<file path="config.mk">
export PLATFORM = sky130hd
export DESIGN_NAME = scan_seq_ctrl
export DESIGN_NICKNAME = d
export VERILOG_FILES = /design/src/rtl/scan_seq_pkg.sv /design/src/rtl/trig_edge_detect.sv /design/src/rtl/seq_slot_mux.sv /design/src/rtl/scan_fsm.sv /design/src/rtl/scan_seq_ctrl.sv
export SDC_FILE = /design/constraint.sdc
export NUM_CORES = 1
export LEC_CHECK = 0
export ABC_AREA = 1
export BUFFER_PORTS_ARGS = -buffer_cell sky130_fd_sc_hd__clkbuf_2
export CAP_MARGIN = 10
export CELL_PAD_IN_SITES_DETAIL_PLACEMENT = 1
export CELL_PAD_IN_SITES_GLOBAL_PLACEMENT = 1
export CORE_MARGIN = 2
export CORE_UTILIZATION = 40
export CTS_CLUSTER_DIAMETER = 80
export DETAILED_ROUTE_END_ITERATION = 8
export PLACE_DENSITY = 0.87
export RECOVER_POWER = 50
export SYNTH_ARGS = -nofsm -noshare
export SYNTH_HDL_FRONTEND = slang
export SYNTH_SLANG_ARGS = --single-unit
</file>
<file path="constraint.sdc">
create_clock -name clk -period 6.75 [get_ports clk]
set_clock_uncertainty 0.1 [all_clocks]
set_input_delay 0 -clock clk [delete_from_list [all_inputs] [get_ports clk]]
set_output_delay 0 -clock clk [all_outputs]
set_load 0.02 [all_outputs]
</file>
<file path="src/rtl/scan_seq_pkg.sv">
package scan_seq_pkg;

    localparam int CHAN_W        = 5;
    localparam int RES_W         = 12;
    localparam int SLOTS         = 16;
    localparam int LEN_W         = $clog2(SLOTS);
    localparam int TRIG_N        = 16;
    localparam int TSEL_W        = $clog2(TRIG_N);
    localparam int DATA_W        = 32;
    localparam int ADDR_W        = 3;
    localparam int SLOTS_PER_REG = 6;
    localparam int TOP_SLOTS     = SLOTS - 2 * SLOTS_PER_REG;
    localparam int LEN_LSB       = 20;
    localparam int SYNC_STAGES   = 2;

    localparam logic [ADDR_W-1:0] A_CTRL    = 3'd0;
    localparam logic [ADDR_W-1:0] A_SEQ_TOP = 3'd1;
    localparam logic [ADDR_W-1:0] A_SEQ_MID = 3'd2;
    localparam logic [ADDR_W-1:0] A_SEQ_LOW = 3'd3;
    localparam logic [ADDR_W-1:0] A_STAT    = 3'd4;
    localparam logic [ADDR_W-1:0] A_DATA    = 3'd5;

    typedef enum logic [1:0] {
        EDGE_OFF  = 2'b00,
        EDGE_RISE = 2'b01,
        EDGE_FALL = 2'b10,
        EDGE_BOTH = 2'b11
    } edge_mode_e;

    typedef enum logic [1:0] {
        ST_IDLE  = 2'd0,
        ST_ISSUE = 2'd1,
        ST_WAIT  = 2'd2
    } scan_state_e;

    typedef struct packed {
        logic              sw_start;
        edge_mode_e        edge_mode;
        logic [TSEL_W-1:0] tsel;
        logic              irq_en;
        logic              enable;
    } ctrl_t;

    typedef struct packed {
        logic [SLOTS-1:0][CHAN_W-1:0] slots;
        logic [LEN_W-1:0]             len;
        ctrl_t                        ctrl;
        logic [RES_W-1:0]             data;
        logic                         eoc;
        logic                         ovr;
    } regs_t;

endpackage

</file>
<file path="src/rtl/trig_edge_detect.sv">
module trig_edge_detect
    import scan_seq_pkg::*;
#(
    parameter int N      = TRIG_N,
    parameter int SEL_W  = TSEL_W,
    parameter int STAGES = SYNC_STAGES
) (
    input  logic             clk,
    input  logic             rst_n,
    input  logic [N-1:0]     trig_in,
    input  logic [SEL_W-1:0] sel,
    input  edge_mode_e       mode,
    output logic             edge_hit
);

    logic [STAGES-1:0][N-1:0] sync_d, sync_q;
    logic                     prev_d, prev_q;
    logic                     level;
    logic                     rise, fall;

    always_comb begin
        sync_d[0] = trig_in;
        for (int s = 1; s < STAGES; s++) begin
            sync_d[s] = sync_q[s-1];
        end
        level  = sync_q[STAGES-1][sel];
        prev_d = level;
        rise   = level & ~prev_q;
        fall   = ~level & prev_q;
        case (mode)
            EDGE_RISE: edge_hit = rise;
            EDGE_FALL: edge_hit = fall;
            EDGE_BOTH: edge_hit = rise | fall;
            default:   edge_hit = 1'b0;
        endcase
    end

    always_ff @(posedge clk or negedge rst_n) begin
        if (!rst_n) begin
            sync_q <= '0;
            prev_q <= 1'b0;
        end else begin
            sync_q <= sync_d;
            prev_q <= prev_d;
        end
    end

endmodule

</file>
<file path="src/rtl/seq_slot_mux.sv">
module seq_slot_mux
    import scan_seq_pkg::*;
#(
    parameter int N  = SLOTS,
    parameter int W  = CHAN_W,
    parameter int IW = LEN_W
) (
    input  logic [N-1:0][W-1:0] slots,
    input  logic [IW-1:0]       idx,
    output logic [W-1:0]        chan
);

    always_comb begin
        chan = '0;
        for (int k = 0; k < N; k++) begin
            if (idx == IW'(k)) begin
                chan = slots[k];
            end
        end
    end

endmodule

</file>
<file path="src/rtl/scan_fsm.sv">
module scan_fsm
    import scan_seq_pkg::*;
#(
    parameter int IW = LEN_W
) (
    input  logic          clk,
    input  logic          rst_n,
    input  logic          enable,
    input  logic          start_req,
    input  logic          conv_done,
    input  logic [IW-1:0] len,
    output logic          conv_start,
    output logic          busy,
    output logic          take,
    output logic          scan_begin,
    output logic [IW-1:0] idx
);

    typedef struct packed {
        scan_state_e   state;
        logic [IW-1:0] idx;
    } fsm_t;

    fsm_t fsm_d, fsm_q;

    always_comb begin
        fsm_d      = fsm_q;
        scan_begin = 1'b0;
        take       = 1'b0;
        case (fsm_q.state)
            ST_IDLE: begin
                if (enable && start_req) begin
                    fsm_d.state = ST_ISSUE;
                    fsm_d.idx   = '0;
                    scan_begin  = 1'b1;
                end
            end
            ST_ISSUE: begin
                fsm_d.state = ST_WAIT;
            end
            ST_WAIT: begin
                if (conv_done && enable) begin
                    take = 1'b1;
                    if (fsm_q.idx == len) begin
                        fsm_d.state = ST_IDLE;
                    end else begin
                        fsm_d.idx   = fsm_q.idx + 1'b1;
                        fsm_d.state = ST_ISSUE;
                    end
                end
            end
            default: fsm_d.state = ST_IDLE;
        endcase
        if (!enable) begin
            fsm_d.state = ST_IDLE;
        end
    end

    always_ff @(posedge clk or negedge rst_n) begin
        if (!rst_n) begin
            fsm_q <= '{state: ST_IDLE, idx: '0};
        end else begin
            fsm_q <= fsm_d;
        end
    end

    assign conv_start = (fsm_q.state == ST_ISSUE);
    assign busy       = (fsm_q.state != ST_IDLE);
    assign idx        = fsm_q.idx;

endmodule

</file>
<file path="src/rtl/scan_seq_ctrl.sv">
module scan_seq_ctrl
    import scan_seq_pkg::*;
(
    input  logic              clk,
    input  logic              rst_n,
    input  logic              reg_wr,
    input  logic              reg_rd,
    input  logic [ADDR_W-1:0] reg_addr,
    input  logic [DATA_W-1:0] reg_wdata,
    output logic [DATA_W-1:0] reg_rdata,
    input  logic [TRIG_N-1:0] trig_in,
    output logic [CHAN_W-1:0] conv_chan,
    output logic              conv_start,
    input  logic              conv_done,
    input  logic [RES_W-1:0]  conv_result,
    output logic              irq
);

    regs_t      regs_d, regs_q;
    logic       trig_hit;
    logic       start_req;
    logic       busy;
    logic       take;
    logic       scan_begin;
    logic       data_read;
    logic       en_w, eoc_w, ovr_w;
    logic [LEN_W-1:0] idx;
    logic       unused_wdata;

    assign unused_wdata = ^reg_wdata;

    trig_edge_detect #(
        .N      (TRIG_N),
        .SEL_W  (TSEL_W),
        .STAGES (SYNC_STAGES)
    ) u_trig (
        .clk      (clk),
        .rst_n    (rst_n),
        .trig_in  (trig_in),
        .sel      (regs_q.ctrl.tsel),
        .mode     (regs_q.ctrl.edge_mode),
        .edge_hit (trig_hit)
    );

    assign start_req = regs_q.ctrl.sw_start | trig_hit;

    scan_fsm #(
        .IW (LEN_W)
    ) u_fsm (
        .clk        (clk),
        .rst_n      (rst_n),
        .enable     (regs_q.ctrl.enable),
        .start_req  (start_req),
        .conv_done  (conv_done),
        .len        (regs_q.len),
        .conv_start (conv_start),
        .busy       (busy),
        .take       (take),
        .scan_begin (scan_begin),
        .idx        (idx)
    );

    seq_slot_mux #(
        .N  (SLOTS),
        .W  (CHAN_W),
        .IW (LEN_W)
    ) u_mux (
        .slots (regs_q.slots),
        .idx   (idx),
        .chan  (conv_chan)
    );

    assign data_read = reg_rd && (reg_addr == A_DATA);

    // next-state of the register file
    always_comb begin
        regs_d = regs_q;

        if (scan_begin) begin
            regs_d.ctrl.sw_start = 1'b0;
        end

        if (reg_wr) begin
            case (reg_addr)
                A_CTRL: begin
                    regs_d.ctrl.enable    = reg_wdata[0];
                    regs_d.ctrl.irq_en    = reg_wdata[1];
                    regs_d.ctrl.tsel      = reg_wdata[24 +: TSEL_W];
                    regs_d.ctrl.edge_mode = edge_mode_e'(reg_wdata[29:28]);
                    regs_d.ctrl.sw_start  = reg_wdata[0] &
                                            (reg_wdata[30] | regs_d.ctrl.sw_start);
                end
                A_SEQ_LOW: begin
                    for (int k = 0; k < SLOTS_PER_REG; k++) begin
                        regs_d.slots[k] = reg_wdata[k*CHAN_W +: CHAN_W];
                    end
                end
                A_SEQ_MID: begin
                    for (int k = 0; k < SLOTS_PER_REG; k++) begin
                        regs_d.slots[SLOTS_PER_REG + k] = reg_wdata[k*CHAN_W +: CHAN_W];
                    end
                end
                A_SEQ_TOP: begin
                    for (int k = 0; k < TOP_SLOTS; k++) begin
                        regs_d.slots[2*SLOTS_PER_REG + k] = reg_wdata[k*CHAN_W +: CHAN_W];
                    end
                    regs_d.len = reg_wdata[LEN_LSB +: LEN_W];
                end
                A_STAT: begin
                    if (reg_wdata[1]) begin
                        regs_d.ovr = 1'b0;
                    end
                end
                default: ;
            endcase
        end

        if (data_read) begin
            regs_d.eoc = 1'b0;
        end

        if (take) begin
            regs_d.data = conv_result;
            regs_d.eoc  = 1'b1;
            if (regs_q.eoc && !data_read) begin
                regs_d.ovr = 1'b1;
            end
        end
    end

    always_ff @(posedge clk or negedge rst_n) begin
        if (!rst_n) begin
            regs_q <= '0;
        end else begin
            regs_q <= regs_d;
        end
    end

    // read mux
    always_comb begin
        reg_rdata = '0;
        case (reg_addr)
            A_CTRL: begin
                reg_rdata[0]               = regs_q.ctrl.enable;
                reg_rdata[1]               = regs_q.ctrl.irq_en;
                reg_rdata[24 +: TSEL_W]    = regs_q.ctrl.tsel;
                reg_rdata[29:28]           = regs_q.ctrl.edge_mode;
                reg_rdata[30]              = regs_q.ctrl.sw_start;
            end
            A_SEQ_LOW: begin
                for (int k = 0; k < SLOTS_PER_REG; k++) begin
                    reg_rdata[k*CHAN_W +: CHAN_W] = regs_q.slots[k];
                end
            end
            A_SEQ_MID: begin
                for (int k = 0; k < SLOTS_PER_REG; k++) begin
                    reg_rdata[k*CHAN_W +: CHAN_W] = regs_q.slots[SLOTS_PER_REG + k];
                end
            end
            A_SEQ_TOP: begin
                for (int k = 0; k < TOP_SLOTS; k++) begin
                    reg_rdata[k*CHAN_W +: CHAN_W] = regs_q.slots[2*SLOTS_PER_REG + k];
                end
                reg_rdata[LEN_LSB +: LEN_W] = regs_q.len;
            end
            A_STAT: begin
                reg_rdata[0] = regs_q.eoc;
                reg_rdata[1] = regs_q.ovr;
                reg_rdata[2] = busy;
            end
            A_DATA: begin
                reg_rdata[RES_W-1:0] = regs_q.data;
            end
            default: ;
        endcase
    end

    assign irq   = regs_q.eoc & regs_q.ctrl.irq_en;
    assign en_w  = regs_q.ctrl.enable;
    assign eoc_w = regs_q.eoc;
    assign ovr_w = regs_q.ovr;

endmodule

</file>
==> summary.txt, run 1 <==
Run status
  • Status: finished with violations
  • Failing checks: capacitance limit, slew limit

Critical path
  • Top delay family on crit path: buffers and inverters
  • R2R Path Start: regs_q[16]
  • Reg2reg setup slack: about 3.0 ns
  • Crit path buf inv count: 3
  • CP peak stage delay: 2.31 ns
  • Worst-path maximum fanout: between 80 and 90
  • CP Capture Type: async pin
  • Worst setup SP type: input port
  • RR Endpoint: regs_q[22]
  • Slowest cell on the critical path: clkbuf_1
  • WP data required: ~7 ns
  • Crit path DAT: between 4 and 5 ns
  • Worst-path cell chain: dlygate4sd3_1 > clkbuf_1 > buf_4
  • Crit Path Class: in -> async
  • Reg2Reg Depth: 13

Detailed routing
  • Antenna viol nets, final: 0
  • Drt wl/cell: 21.6 um
  • DRT iter0 DRCs: 674
  • Via density: ~5.6
  • First-pass detailed-route iteration total: 5
  • Via count: 7019
  • Final WL: around 27000 um
  • Number of remaining DRC errors: 0

Logic synthesis
  • Post-Syn Area: 6980 um^2
  • Synthesized area per cell: ~8 um^2
  • Synth Instances: 852
  • Netlist cell types: 34
  • Register bit count reported by yosys: between 100 and 150
  • Yosys warns: 0
  • Mapped Nets: 926
  • Sequential-to-total area share from yosys stat: a little over half

Worst hold path
  • Cells on Worst Hold Path: 2
  • Worst hold path type: in -> reg
  • Hold Startpoint: trig_in[11]
  • Hold path endpoint: u_trig.sync_d[27]

GRT
  • Total GRT Usage: just over 30%
  • Largest net degree at the start of global routing: 87
  • First-pass GRT wire length: 42000 um
  • GR met3 Demand/Resource: around 5.5%
  • Met1 GRT Util: a little over a third
  • Vias in the first global route: about 7600
  • Grt ovf: 0
  • Met2 Usage GRT: between 50 and 60%
  • Most used routing layer: met2
  • Initial antenna violation count: 1

Layout
  • Fin cells: about 1300
  • Post-layout util: 52.4%
  • Commonest cells after routing, fill and taps aside: nand2_1 (255), dfrtp_1 (146), inv_1 (122)
  • Layout cells sized above 1: roughly 16%
  • Storage cell area: between 3000 and 4000 um^2
  • Area Overhead vs Synth: 29.0%
  • Fillers: around 2100
  • Most common cell after layout, fill and taps aside: nand2_1
  • Multi-input logic area: 2740 um^2
  • Nets: ~1100

Pwr
  • Power, Total: between 3000 and 4000 uW
  • Pwr Density: about 350 nW/um^2
  • Max VDD drop: ~220 uV
  • Leakage: ~0.0045 uW

Timing
  • Worst-Margin Slew: approximately 3.3 ns
  • Relative slew slack: -120%
  • Max Clk Rate: between 200 and 300 MHz
  • Worst setup margin: 2.96 ns
  • Min Tclk post-route: approximately 3.8 ns
  • Slew Viols, Final: 62
  • Period utilisation layout: around 56%
  • # setup viols final: 0
  • Hold Fails Final Rpt: 0
  • Setup TNS Final: 0 ns
  • RSZ-0062 raised after global routing: false

Place
  • HPWL Detailed: about 16000 um
  • DP Worst Slack: between 3 and 4 ns
  • Port Buffers: ~100
  • # placed instances: 1159
  • Routability congestion estimate: roughly 0.92

Floorplan
  • Die X: around 140 um
  • Core ar.: between 15000 and 20000 um^2
  • Die height: between 100 and 150 um
  • Io pins: 107
  • FP Rows: 48
  • Initial core utilization: between 40% and 50%
  • Die area: 18500 um^2

Clock tree
  • CTS tree: built
  • Number of setup buffers added after CTS: 0
  • Post-CTS resize count: 0
  • # clock sinks: roughly 150
  • H-tree levels: 4
  • Root buf cell: clkbuf_16
  • Clock transition at path regs: around 0.070 ns
  • Clock Path Buffers: 2
  • Clock latency on the worst-skew pair: around 0.45 ns
  • CTS Buf Count: 17

Flow run
  • Total of max-cap violations: 1
-- layout make-up --
type / count / area share [%]
Antenna cell: 1 / 0.0278
Clock buffer: 17 / 4.72
Clock inverter: 15 / 2.28
Inverter: 125 / 5.21
Multi-Input combinational cell: 553 / 30.4
Sequential cell: 146 / 40.6
Tap cell: 225 / 3.13
Timing Repair Buffer: 177 / 13.6
-- power breakdown --
part	internal, uW	leakage (uW)	total (uW)	switching [uW]
registers	1050	0.00180	1210	166
clock network	623	0.000306	1040	416
logic	296	0.00240	883	588
total	1970	0.00451	3140	1170
-- state kept, by name (all words and copies together), names as in the netlist --
| register | flops |
|---|---|
| regs_q | 104 |
| u_fsm.fsm_q | 2 |
| u_trig.prev_q | 1 |
| u_trig.sync_d | 16 |
| eoc_w | 1 |
| en_w | 1 |
| u_fsm.idx | 4 |
| u_trig.sync_q | 16 |
| ovr_w | 1 |
-- logic make-up (layout without fill, tap and decap cells) --
| logic type | Yosys count | after routing | share of synthesized area [%] |
|---|---|---|---|
| fa+ha+maj | 6 | 6 | 1.08 |
| buf+inv | 153 | 334 | 8.44 |
| mux | 16 | 16 | 2.51 |
| simple gates | 339 | 339 | 19.9 |
| flops | 146 | 146 | 52.3 |
| xor+xnor | 1 | 1 | 0.125 |
| compound gates | 190 | 190 | 15.6 |
| other cells | 1 | 2 | 0.0537 |
-- synth_stat cells, drive strengths merged --
cell type | number | area (um^2)
buf | 6 | 37.5
o21ai | 117 | 586
ha | 6 | 75.1
nand2 | 257 | 980
nor3b | 2 | 15.0
conb | 1 | 3.75
o211ai | 10 | 75.1
nor3 | 6 | 30.0
clkbuf | 22 | 82.6
a21oi | 26 | 130
nand3 | 26 | 130
xor2 | 1 | 8.76
nand3b | 1 | 7.51
o221ai | 12 | 105
nor2 | 36 | 158
mux2i | 4 | 40.0
o22ai | 1 | 6.26
mux2 | 12 | 135
a22oi | 19 | 143
inv | 123 | 462
nand4 | 4 | 25.0
or2 | 7 | 43.8
clkinv | 2 | 7.51
a221oi | 2 | 17.5
dfrtp | 146 | 3650
o2111ai | 3 | 26.3
-- per-layer routing --
layer	part of all wire, %	vias up
met1	40	3542
met5	0	-
met3	5.5	87
li1	-	3089
met2	50	301
met4	4.4	0
-- how the worst max path moves through the flow --
stage | slack [ns] | startpoint | end | depth (start not counted)
final | 2.96 | rst_n | regs_q[48] | 3
after global routing | 2.28 | rst_n | regs_q[72] | 3
after CTS | 3.21 | regs_q[16] | regs_q[22] | 14
after detailed placement | 3.57 | reg_addr[2] | regs_q[80] | 8
after global placement | 3.71 | reg_addr[2] | regs_q[85] | 8
after floorplan | 4.27 | regs_q[16] | u_fsm.idx[2] | 14
-- per-stage QoR --
step / hold WS, ns / cell area (um^2)
after floorplan: -0.396 / 6980
after global placement: -0.0934 / 7720
after detailed placement: -0.0830 / 7720
after CTS: 0.0136 / 9020
after global routing: 0.109 / 9000
final: 0.103 / 9000
-- timing repair --
| action | 4_1_cts | 5_1_grt |
|---|---|---|
| hold buffers | 67 | 0 |
| hold endpoints to repair | 184 | 0 |
| setup endpoints to repair | 0 | 0 |
(Power assumes the default switching activity.)
==> inputs of run 2 (changes only) <==
--- a/config.mk
+++ b/config.mk
@@ -5,7 +5,7 @@
 export SDC_FILE = /design/constraint.sdc
 export NUM_CORES = 1
 export LEC_CHECK = 0
-export ABC_AREA = 1
+export ABC_AREA = 0
 export BUFFER_PORTS_ARGS = -buffer_cell sky130_fd_sc_hd__clkbuf_2
 export CAP_MARGIN = 10
 export CELL_PAD_IN_SITES_DETAIL_PLACEMENT = 1
@@ -14,7 +14,7 @@
 export CORE_UTILIZATION = 40
 export CTS_CLUSTER_DIAMETER = 80
 export DETAILED_ROUTE_END_ITERATION = 8
-export PLACE_DENSITY = 0.87
+export PLACE_DENSITY = 0.83
 export RECOVER_POWER = 50
 export SYNTH_ARGS = -nofsm -noshare
 export SYNTH_HDL_FRONTEND = slang
==> constraint.sdc (replaced) <==
create_clock -name clk -period 3.6 [get_ports clk]
set_clock_uncertainty 0.1 [all_clocks]
set_input_delay 0 -clock clk [delete_from_list [all_inputs] [get_ports clk]]
set_output_delay 0 -clock clk [all_outputs]
set_load 0.02 [all_outputs]
==> run 2 against run 1 <==
  * Largest cell class unchanged
  * Combinational power up 81%
  * Clock power is 76% higher
  * Via count down 18%
  * The run still ends with capacitance limit, slew limit left
  * Register-to-register slack worse by 2.3 ns
  * First-iteration DRC count decreased by 51%
  * Sequential cell count is the same
  * Critical path depth is 5 higher
  * Area after synthesis is 2.6% higher
  * Highest routed layer unchanged
  * Hold slack lost 0.0044 ns
==> summary.txt, run 2 <==
Pwr
  • Max VDD drop: 356 uV (+58%)
  • Sw power: 2050 uW (+75%)
  • Power, Total: 5720 uW (+83%)
  • Combinational share of power: 28.0% (-0.2 points)
  • Cell Int Power: 3670 uW (+87%)
  • Sw Ratio: 35.8% (-1.4 points)
  • Pwr Density: 625 nW/um^2 (+79%)
  • Clock share of power: 31.9% (-1.2 points)
  • Seq pwr share: 40.1% (+1.4 points)
  • Leakage: 0.00407 uW (-9.6%)

Logic synthesis
  • Area leader, netlist: dfrtp_1
  • Yosys warns: 0 (unchanged)
  • Top_reg_cell synth: dfrtp_1
  • Ys async rst share: 100% (unchanged)
  • Netlist cell types: 55 (+62%)
  • Area share of the largest cell type after synthesis: 51.0% (-1.3 points)
  • Post-Syn Area: 7160 um^2 (+2.6%)
  • Synth Instances: 617 (-28%)
  • Sequential-to-total area share from yosys stat: 51.0% (-1.3 points)
  • Top-count cell post-synth: dfrtp_1
  • Register bit count reported by yosys: 146 (unchanged)
  • Synth top cells by count: dfrtp_1 (146), mux2_2 (114), nand2_1 (34)
  • Dominant cells by area after synthesis: dfrtp_1 (51%), mux2_2 (18%), mux2i_1 (2.9%)
  • Synthesized area per cell: 11.6 um^2 (+42%)
  • Mapped Nets: 691 (-25%)
  • Post-synth EDFFs: 0 (unchanged)

Place
  • DP Worst Slack: 0.671 ns (-2.90 ns)
  • Port Buffers: 104 (unchanged)
  • HPWL Detailed: 15600 um (-4.3%)
  • Routability congestion estimate: 0.921 (-0.24%)

GRT
  • GR met3 Demand/Resource: 4.42% (-1.1 points)
  • Total GRT Usage: 25.4% (-5.0 points)
  • Vias in the first global route: 6311 (-17%)
  • Grt ovf: 0 (unchanged)
  • Most used routing layer: met2
  • First-pass GRT wire length: 35500 um (-15%)
  • Met1 GRT Util: 31.6% (-5.0 points)
  • Largest net degree at the start of global routing: 98 (+13%)
  • Initial antenna violation count: 1 (unchanged)
  • Met2 Usage GRT: 43.9% (-7.7 points)

Layout
  • N_diodes: 0 (-1)
  • Most common cell after layout, fill and taps aside: dfrtp_1
  • Commonest cells after routing, fill and taps aside: dfrtp_1 (146), mux2_2 (114), clkbuf_2 (102)
  • Largest register FFs: 104 (unchanged)
  • Layout cells sized above 1: 34.3% (+19 points)
  • Area Overhead vs Synth: 27.9%
  • Nets: 852 (-22%)
  • Largest register by flop count: regs_q

Critical path
  • Crit Path Class: reg -> out
  • RR Endpoint: u_fsm.idx[3]
  • Crit path from: u_fsm.idx[1]
  • Crit path to: conv_chan[4]
  • Worst-path maximum fanout: 23 (-73%)
  • WP data required: 3.50 ns (-3.53 ns)
  • Reg2reg setup slack: 0.66 ns (-2.32 ns)
  • Reg2Reg Depth: 9 (-4)
  • Crit path DAT: 3.16 ns (-0.92 ns)
  • Worst setup SP type: register
  • CP Capture Type: primary output
  • R2R Path Start: regs_q[16]

Timing
  • Hold Fails Final Rpt: 0 (unchanged)
  • Max Clk Rate: a little over 300 MHz
  • Worst-Margin Slew: 2.38 ns (-0.923 ns)
  • Min Tclk post-route: about 3.3 ns
  • RSZ-0062 raised after global routing: false
  • Setup TNS Final: 0 ns (unchanged)
  • Worst setup margin: 0.341 ns (-2.62 ns)
  • Slew Viols, Final: 98 (+58%)
  • Period utilisation layout: between 90% and 100%
  • # setup viols final: 0 (unchanged)
  • Relative slew slack: -58.4% (+62 points)

Detailed routing
  • DRT iter0 DRCs: 332 (-51%)
  • Via density: 5.67 (+1.7%)
  • Number of remaining DRC errors: 0 (unchanged)
  • Antenna viol nets, final: 0 (unchanged)
  • First-pass detailed-route iteration total: 5 (unchanged)
  • Via count: 5758 (-18%)
  • Final WL: 22700 um (-16%)
  • Drt wl/cell: 22.4 um (+3.6%)

Clock tree
  • H-tree levels: 4 (unchanged)
  • CTS tree: built
  • Clock Path Buffers: 2 (unchanged)
  • CTS Buf Count: 17 (unchanged)
  • Root buf cell: clkbuf_16
  • Clock latency on the worst-skew pair: 0.44 ns (about the same)
  • # clock sinks: 146 (unchanged)
  • Clock transition at path regs: 0.07 ns (about the same)
  • Number of setup buffers added after CTS: 0 (unchanged)
  • Post-CTS resize count: 0 (unchanged)

Floorplan
  • FP Rows: 48 (unchanged)
  • Die X: 138 um (+1.2%)
  • Die area: 19000 um^2 (+2.5%)
  • Initial core utilization: 41.1% (+0.47 points)
  • Core ar.: 17400 um^2 (+1.4%)
  • Die height: 138 um (+1.2%)
  • Io pins: 107 (unchanged)

Run status
  • Status: finished with violations
  • Failing checks: capacitance limit, slew limit

Worst hold path
  • Worst hold path type: in -> reg
  • Hold Startpoint: trig_in[6]

Flow run
  • Total of max-cap violations: 1 (unchanged)
run 2: cell families (layout without fill, tap and decap cells):
logic type	count (synthesis)	count (layout)	synth area share, %
flops	146	146	51.0
compound gates	139	139	13.1
fa+ha+maj	6	6	1.05
buf+inv	64	238	3.81
mux	140	140	22.4
other cells	1	1	0.0524
simple gates	117	117	8.11
xor+xnor	4	4	0.489
run 2: what timing repair did:
item | in CTS | in global routing
endpoints found under the setup margin | 0 | 0
hold buffers | 64 | 0
hold endpoints to repair | 219 | 0
run 2: how the worst min path moves through the flow:
stage	to	slack (ns)	cells after the start
global route	u_trig.sync_d[22]	0.1	2
floorplan	en_w	-0.40	0
CTS	u_trig.sync_d[31]	0.08	2
global placement	u_trig.sync_d[24]	0.009	1
detailed placement	u_trig.sync_d[29]	0.01	1
finish	u_trig.sync_d[22]	0.1	2
run 2: metrics by stage:
step / instance area, um^2 / hold WS [ns] / std cells / utilization (%)
after floorplan: 7160 / -0.396 / 617 / -
after detailed placement: 7900 / 0.0105 / 920 / 45.4
after global routing: 9160 / 0.0956 / 1016 / 52.6
after global placement: 7900 / 0.00886 / 920 / 45.4
final: 9160 / 0.0986 / 1016 / 52.6
after CTS: 9180 / 0.0809 / 1016 / 52.7
run 2: cell type report:
cell class / count / area [um^2]
Fill cell: 1886 / 8260
Clock inverter: 15 / 209
Timing Repair Buffer: 183 / 1260
Multi-Input combinational cell: 407 / 3240
Sequential cell: 146 / 3650
Clock buffer: 17 / 425
Inverter: 23 / 86.3
Tap cell: 225 / 282
run 2: worst max-delay path: stages, from the launching register on:
cell	delay, ns
dfrtp_1	0.44
inv_1	0.13
ha_1	0.71
buf_4	0.28
a21oi_1	0.08
a221oi_1	0.31
nor4_1	0.10
o31ai_1	0.41
clkbuf_2	0.25
run 2: metal layers:
metal	vias to the layer above	wire, um
li1	2593	-
met1	2975	9620
met2	151	11600
met3	39	844
met4	0	611
met5	-	0
run 2: power groups by stage:
stage                     Sequential, uW  Clock [uW]  Combinational [uW]
after floorplan                     2160           0                1080
after global placement              2280           0                1460
final                               2290        1830                1600
after global routing                2330        1920                1740
after detailed placement            2310           0                1530
after CTS                           2280        1860                1600
==> inputs of run 3 (changes only) <==
--- a/config.mk
+++ b/config.mk
@@ -14,6 +14,7 @@
 export CORE_UTILIZATION = 40
 export CTS_CLUSTER_DIAMETER = 80
 export DETAILED_ROUTE_END_ITERATION = 8
+export GPL_TIMING_DRIVEN = 0
 export PLACE_DENSITY = 0.83
 export RECOVER_POWER = 50
 export SYNTH_ARGS = -nofsm -noshare
==> run 3 against run 2 <==
  * The run still ends with capacitance limit, slew limit left
  * Hold slack worse by 0.050 ns
  * Die area unchanged
  * Fmax increased by 4.5%
  * Critical endpoint unchanged
==> summary.txt, run 3 (synthesis results as in run 2) <==
Timing
  • RSZ-0062 raised after global routing: false
  • Min Tclk post-route: 3.12 ns (-0.139 ns)
  • Hold Fails Final Rpt: 0 (unchanged)
  • Setup TNS Final: 0 ns (unchanged)
  • Max Clk Rate: 320 MHz (+4.5%)
  • Worst-Margin Slew: 2.97 ns (+0.590 ns)
  • Slew Viols, Final: 63 (-36%)
  • Worst setup margin: 0.480 ns (+0.139 ns)
  • Period utilisation layout: 86.7% (-3.9 points)
  • Relative slew slack: -98.1% (-40 points)
  • # setup viols final: 0 (unchanged)

Layout
  • Nets: 878 (+3.1%)
  • Most common cell after layout, fill and taps aside: dfrtp_1
  • Commonest cells after routing, fill and taps aside: dfrtp_1 (146), mux2_2 (114), clkbuf_2 (101)
  • Largest register by flop count: regs_q
  • Largest register FFs: 104 (unchanged)
  • Area Overhead vs Synth: 29.1%
  • N_diodes: 0 (unchanged)
  • Layout cells sized above 1: 34.4% (+0.13 points)
  • Final Cell Area: 9250 um^2 (+0.97%)

Pwr
  • Power, Total: 5740 uW (+0.24%)
  • Leakage: 0.00414 uW (+1.7%)
  • Max VDD drop: 359 uV (+0.84%)
  • Seq pwr share: 40.1% (about the same)
  • Pwr Density: 620 nW/um^2 (-0.73%)
  • Sw Ratio: 36.2% (+0.33 points)
  • Clock share of power: 31.4% (-0.5 points)
  • Sw power: 2070 uW (+1.2%)
  • Combinational share of power: 28.6% (+0.6 points)
  • Cell Int Power: 3660 uW (-0.28%)

GRT
  • First-pass GRT wire length: 38500 um (+8.3%)
  • Grt ovf: 0 (unchanged)
  • Vias in the first global route: 6486 (+2.8%)
  • Total GRT Usage: 27.9% (+2.5 points)
  • Largest net degree at the start of global routing: 85 (-13%)
  • Initial antenna violation count: 0 (-1)

Critical path
  • Crit path from: u_fsm.idx[0]
  • Crit path DAT: 3.02 ns (-0.14 ns)
  • Worst setup SP type: register
  • Worst-path cell chain: ha_1 > buf_2 > clkbuf_1 > o21ai_0 > a21oi_1 > nor4_1 > o31ai_1 > clkbuf_2
  • WP data required: 3.50 ns (about the same)
  • Slowest cell on the critical path: dfrtp_1
  • Reg2reg setup slack: 0.69 ns (+0.03 ns)
  • R2R Path Start: regs_q[16]
  • Worst-path maximum fanout: 10 (-57%)
  • Crit Path Class: reg -> out
  • CP peak stage delay: 0.49 ns (-0.22 ns)
  • CP Capture Type: primary output

Run status
  • Failing checks: capacitance limit, slew limit
  • Status: finished with violations

Detailed routing
  • First-pass detailed-route iteration total: 5 (unchanged)
  • Number of remaining DRC errors: 0 (unchanged)
  • Antenna viol nets, final: 0 (unchanged)
  • Met2 WL: 12500 um (+7.4%)
  • Drt wl/cell: 24.0 um (+7.2%)
  • Final WL: 25000 um (+10%)
  • Met3 routed WL: 1330 um (+58%)
  • Via density: 5.71 (+0.82%)
  • Via count: 5954 (+3.4%)
  • Highest metal used: met4
  • WL met1: 10700 um (+11%)
  • DRT iter0 DRCs: 463 (+39%)

Floorplan
  • Die X: 138 um (unchanged)
  • Core ar.: 17400 um^2 (unchanged)
  • Die area: 19000 um^2 (unchanged)
  • Initial core utilization: 41.1% (unchanged)
  • FP Rows: 48 (unchanged)
  • Die height: 138 um (unchanged)
  • Io pins: 107 (unchanged)

Place
  • Routability congestion estimate: 0.956 (+3.9%)
  • Port Buffers: 103 (-0.96%)
  • Post-place instance area: 8000 um^2 (+1.2%)
  • HPWL Detailed: 17100 um (+9.3%)
  • DP Worst Slack: 0.674 ns (+0.00300 ns)

Worst hold path
  • Worst hold path type: in -> reg
  • Hold Startpoint: reg_addr[1]

Clock tree
  • Root buf cell: clkbuf_16
  • CTS Buf Count: 17 (unchanged)
  • Clock latency on the worst-skew pair: 0.43 ns (about the same)
  • CTS tree: built
  • Clock transition at path regs: 0.07 ns (about the same)
  • Clock Path Buffers: 2 (unchanged)
  • H-tree levels: 4 (unchanged)
  • Number of setup buffers added after CTS: 0 (unchanged)
  • # clock sinks: 146 (unchanged)

Flow run
  • Total of max-cap violations: 1 (unchanged)
-- run 3: worst paths after layout --
| path | to | cells after the start |
|---|---|---|
| max | conv_chan[4] | 8 |
| min | regs_q[82] | 3 |
| max reg2reg | u_fsm.idx[1] | 9 |
| min reg2reg | u_trig.sync_q[30] | 0 |
| max in group asynchronous | regs_q[11] | 2 |
| min in group asynchronous | u_trig.sync_d[25] | 2 |
-- run 3: per-stage QoR --
stage	hold WS, ns	cells	util [%]
after global placement	0.00885	945	45.7
after floorplan	-0.396	617	-
after detailed placement	-0.0774	946	45.9
after CTS	0.0166	1042	53.1
after global routing	0.0553	1042	53.1
final	0.0487	1042	53.1
-- run 3: area by class of cell --
class / count / area, um^2
inverter: 23 / 86.3
buffer: 41 / 186
fill: 1859 / 8170
sequential: 146 / 3650
multi-input combinational: 407 / 3240
clock buffer: 17 / 425
clock inverter: 15 / 188
timing repair buffer: 168 / 1190
tap: 225 / 282
-- run 3: worst max-delay path, delay by kind of cell, from the launching register on --
family,cells,cell delay (ns)
fa+ha+maj,1,0.27
flops,1,0.49
compound gates,3,0.76
buf+inv,3,0.97
simple gates,1,0.08
-- run 3: routing by layer --
metal / up-vias / GRT usage (%)
met5: - / 0
met4: 0 / 8.22
met3: 34 / 6.03
met2: 204 / 47.0
met1: 3075 / 36.3
li1: 2641 / -
-- run 3: power groups by stage --
| stage | Sequential [uW] | Combinational [uW] | Clock, uW |
|---|---|---|---|
| 6_report | 2300 | 1640 | 1800 |
| 5_1_grt | 2330 | 1770 | 1900 |
| 4_1_cts | 2280 | 1620 | 1830 |
| 3_5_place_dp | 2310 | 1540 | 0 |
| 3_3_place_gp | 2280 | 1490 | 0 |
| 2_1_floorplan | 2160 | 1080 | 0 |
-- run 3: repair_timing --
action | in CTS | in global routing
hold buffers | 64 | 0
gates resized for setup | 0 | 0
endpoints found under the hold margin | 270 | 0
